[src/rtl/mq_write_selector.sv]
module mq_write_selector #(
  parameter int QN     = 32,
  parameter int DEVW   = 3,
  parameter int DATA_W = 36,
  parameter int STW    = 4
) (
  input  logic                      clk,
  input  logic                      rst_n,
  input  logic                      cfg_pending,
  input  logic [DEVW-1:0]           dev_id,
  input  logic                      addr_en,
  input  logic                      flag_stb,
  input  logic [DEVW+$clog2(QN)-1:0] addr,
  input  logic                      wr_en_n,
  input  logic                      wr_cs_n,
  input  logic [DATA_W-1:0]         din,
  output logic [QN-1:0]             q_wr_stb,
  output logic [DATA_W-1:0]         q_wr_data,
  output logic [STW-1:0]            stat_sel
);
  localparam int QW = $clog2(QN);
  localparam int AW = DEVW + QW;

  logic          id_hit, q_take, st_take, wr_go;
  logic [QW-1:0] sel_q, act_q;
  logic          sel_vld, act_vld;

  assign id_hit  = addr[AW-1 -: DEVW] == dev_id;
  assign q_take  = addr_en & id_hit & ~cfg_pending;
  assign st_take = flag_stb & ~addr_en & id_hit;
  assign wr_go   = ~wr_en_n & ~wr_cs_n & act_vld;

  always_ff @(posedge clk or negedge rst_n) begin
    if (!rst_n) begin
      sel_q   <= '0;
      sel_vld <= 1'b0;
      act_q   <= '0;
      act_vld <= 1'b0;
    end else begin
      act_q   <= sel_q;
      act_vld <= sel_vld;
      if (q_take) begin
        sel_q   <= addr[QW-1:0];
        sel_vld <= 1'b1;
      end
    end
  end

  always_ff @(posedge clk or negedge rst_n) begin
    if (!rst_n)       stat_sel <= '0;
    else if (st_take) stat_sel <= addr[STW-1:0];
  end

  for (genvar i = 0; i < QN; i++) begin : g_stb
    assign q_wr_stb[i] = wr_go & (act_q == QW'(i));
  end

  assign q_wr_data = din;
endmodule

[config.mk]
export PLATFORM = sky130hd
export DESIGN_NAME = mq_write_selector
export DESIGN_NICKNAME = d
export VERILOG_FILES = /design/src/rtl/mq_write_selector.sv
export SDC_FILE = /design/constraint.sdc
export NUM_CORES = 1
export LEC_CHECK = 0
export BUFFER_PORTS_ARGS = -buffer_cell sky130_fd_sc_hd__buf_4
export CORE_UTILIZATION = 33
export CTS_CLUSTER_DIAMETER = 40
export DETAILED_ROUTE_END_ITERATION = 7
export GPL_ROUTABILITY_DRIVEN = 1
export GPL_TIMING_DRIVEN = 0
export PLACE_DENSITY_LB_ADDON = 0.2
export SLEW_MARGIN = 20
export SYNTH_ARGS = -nofsm -noshare
export SYNTH_HDL_FRONTEND = slang
export SYNTH_SLANG_ARGS = --single-unit
[constraint.sdc]
create_clock -name clk -period 1.45 [get_ports clk]
set_clock_uncertainty 0.2 [all_clocks]
set_input_delay 0.145 -clock clk [delete_from_list [all_inputs] [get_ports clk]]
set_output_delay 0.145 -clock clk [all_outputs]
set_load 0.01 [all_outputs]
==> out/results.ini <==
[setup_path]
critPathTopFamily = simple AND/OR/NAND/NOR gates
crit_path_max_incr_delay_ps = 400
cp.depth = 4
path_cells = nor3b_4 -> nand4_1 -> nor2_1 -> buf_4
critPathCaptureType = output pin
worst-path-buf-inv = 1
worstPathMaxFanout = 4
worstPathRequired_ps = 1110
cp-start-kind = flop
arrival_ps = 1440
critPathSlowestCell = dfrtp_1
reg2reg_depth = 1
worstSetupPathType = reg -> out

[sta]
relSlewSlack_pct = 72.1
fin_setup_tns_ps = -9050
setup_slack_ps = -332
finalHoldViolations = 0
period_share_pct = 123
worst_pin_slew_ps = 419
drv_slew = 0
clock.fmax_mhz = 561
rsz0062_at_grt = yes
fin_crit_ps = 1780
finalSetupViolations = 32

[synth]
ys_seq_area_share_pct = 37.2
synth_warnings = 0
syn-num-nets = 177
syn-cell-area_um2 = 1080
synth_xor_area_share_pct = 2.44
synth_edf_count = 0
ys.flop_type = dfrtp_1
post_synth_num_cell_types = 17
netlist_instances = 123
ys_ff_latch = 16
avgSynthCellArea_um2 = 8.75
synth-simple-area-share_pct = 24.8
muxShareOfSynthArea_pct = 9.42
synth-compound-area-share_pct = 0
synth_top_family_by_area = buffers and inverters
ys_async_sr_fraction_pct = 100
yosys.area_share.adder_pct = 0

[grt]
grt_use_total_pct = 16.7
grt_pass1_vias = 1009
grt_pass1_wl_um = 4400
grt_overflow = 0
grt_max_degree = 17
antenna_found_initial = 0

[job]
maxCapViolCount = 0

[run_status]
outcome = complete, but fails checks
violations = setup timing

[final_layout]
num_antenna_cells = 0
final_nets = 276
fill_cells = 266
area_growth_pct = 87.8
drive_above_1_share_pct = 72.9
fin_area_um2 = 2020

[cts]
clockBufferDepth = 2
cts_tree = yes
root_buffer = clkbuf_4
numCtsBuffers = 3
htree_levels = 1
path_clk_slew_ps = 90
clkSinkCount = 16
clkLatencyLatePin_ps = 290

[power_and_ir_drop]
power.density_nw_per_um2 = 894
p_leak_uw = 0.00104
fin_total_pwr_uw = 1810
ir_drop_mv = 0.592

[placement]
place_hpwl_um = 2560
dpl_cell_area_um2 = 1800
portBuffers = 89
place_congestion = 0.701

[die]
start_util_pct = 35.0
rows = 20
io_pins = 126
die_x_um = 59.1
die-area_um2 = 3490
die_y_um = 59.1
core-area_um2 = 3080

[hold_path]
worstHoldPathType = in -> async

[route]
drc = 0
firstDrtPassIters = 4
wire_per_inst_um = 11.5
vias_per_cell = 4.30
drt_wl_total_um = 3060
via_count = 1140
initialDrtViolationCount = 32
detail-route-antenna-nets = 0

==> flip-flops by register name (all words and copies together), names as in the netlist <==
signal	cells
stat_sel	4
act_q	5
sel_vld	1
act_vld	1
sel_q	5
==> cell usage in the layout, fill, tap and decap left out <==
cell | synthesis | final
buf_4 | 36 | 123
nor2_1 | 32 | 24
dfrtp_1 | 16 | 15
mux2_2 | 9 | 9
nor2_2 | 0 | 6
dlygate4sd3_1 | 0 | 6
nand4_1 | 4 | 4
buf_6 | 0 | 4
xnor2_1 | 3 | 3
clkbuf_4 | 0 | 3
nor3b_4 | 0 | 2
nand2_2 | 0 | 2
nand2b_1 | 2 | 2
nand2_1 | 7 | 2
nand2_4 | 0 | 2
and3b_2 | 0 | 2
nor2_4 | 0 | 2
nor2b_1 | 2 | 2
or2_4 | 0 | 1
nor3_4 | 0 | 1
nand2_8 | 0 | 1
and4_1 | 1 | 1
and4_2 | 1 | 1
or2b_1 | 1 | 1
dfrtp_2 | 0 | 1
clkbuf_8 | 0 | 1
==> kinds of logic after synthesis <==
| logic type | count (synthesis) |
|---|---|
| muxes | 9 |
| and+or+nand+nor | 56 |
| xor gates and xnor gates | 3 |
| buffers and inverters | 39 |
| DFF | 16 |
==> final cells by class <==
class / count / area, um2 / share of cell area [%]
plain buffers: 36 / 270 / 13.4
clock buffers: 4 / 36.3 / 1.80
multi-input cells: 68 / 499 / 24.7
flip-flops and latches: 16 / 402 / 19.9
well taps: 44 / 55.1 / 2.72
repair buffers: 97 / 758 / 37.5
==> metal layers <==
| layer | global-route usage [%] | share of wire [%] | vias up |
|---|---|---|---|
| met1 | 15.7 | 32 | 516 |
| li1 | - | - | 555 |
| met2 | 34.4 | 57 | 64 |
| met4 | 6.80 | 1.3 | 0 |
| met3 | 3.06 | 9.1 | 5 |
| met5 | 0 | 0 | - |
==> path summary, 6_finish.rpt <==
| path | from | end | slack, ps |
|---|---|---|---|
| hold / removal | rst_n | stat_sel[3] | 20 |
| setup reg to reg | stat_sel[2] | stat_sel[2] | 490 |
| min in group clk | addr_en | stat_sel[2] | 80 |
| hold reg to reg | sel_q[0] | act_q[0] | 180 |
| max in group asynchronous | rst_n | act_q[3] | 840 |
| setup / recovery | act_q[2] | q_wr_stb[31] | -330 |
==> report_power, final <==
group          leakage, uW  switching (uW)  total (uW)  internal, uW
Combinational     0.000829             369         797           428
Clock            0.0000210             144         297           153
Sequential        0.000191             112         712           600
==> per-stage QoR <==
step	std cells	util, %	hold WS, ps	setup slack, ps
6_report	265	65.7	21.0	-332
4_1_cts	265	63.5	23.8	-316
5_1_grt	265	65.7	32.5	-443
2_1_floorplan	123	-	-351	69.2
3_5_place_dp	256	58.5	-187	-174
3_3_place_gp	256	58.5	-192	-135
==> cell usage after synthesis (all sizes together), types with 2 or more instances <==
cell type / number / share of area [%]
nor3b: 2 / 1.4
nor2: 32 / 11
nand2: 7 / 2.4
mux2: 9 / 9.4
nand2b: 2 / 1.2
and3b: 2 / 1.6
clkbuf: 3 / 1.0
nand4: 4 / 2.3
buf: 36 / 25
nor2b: 2 / 1.2
dfrtp: 16 / 37
and4: 2 / 1.7
xnor2: 3 / 2.4
==> what timing repair did <==
action,in CTS,in global routing
hold endpoints to repair,25,0
hold buffers,6,0
gates cloned,0,0
pin swaps,9,5
endpoints found under the setup margin,32,32
resized for setup,16,17
setup buffers,2,0
(Power assumes the default switching activity.)
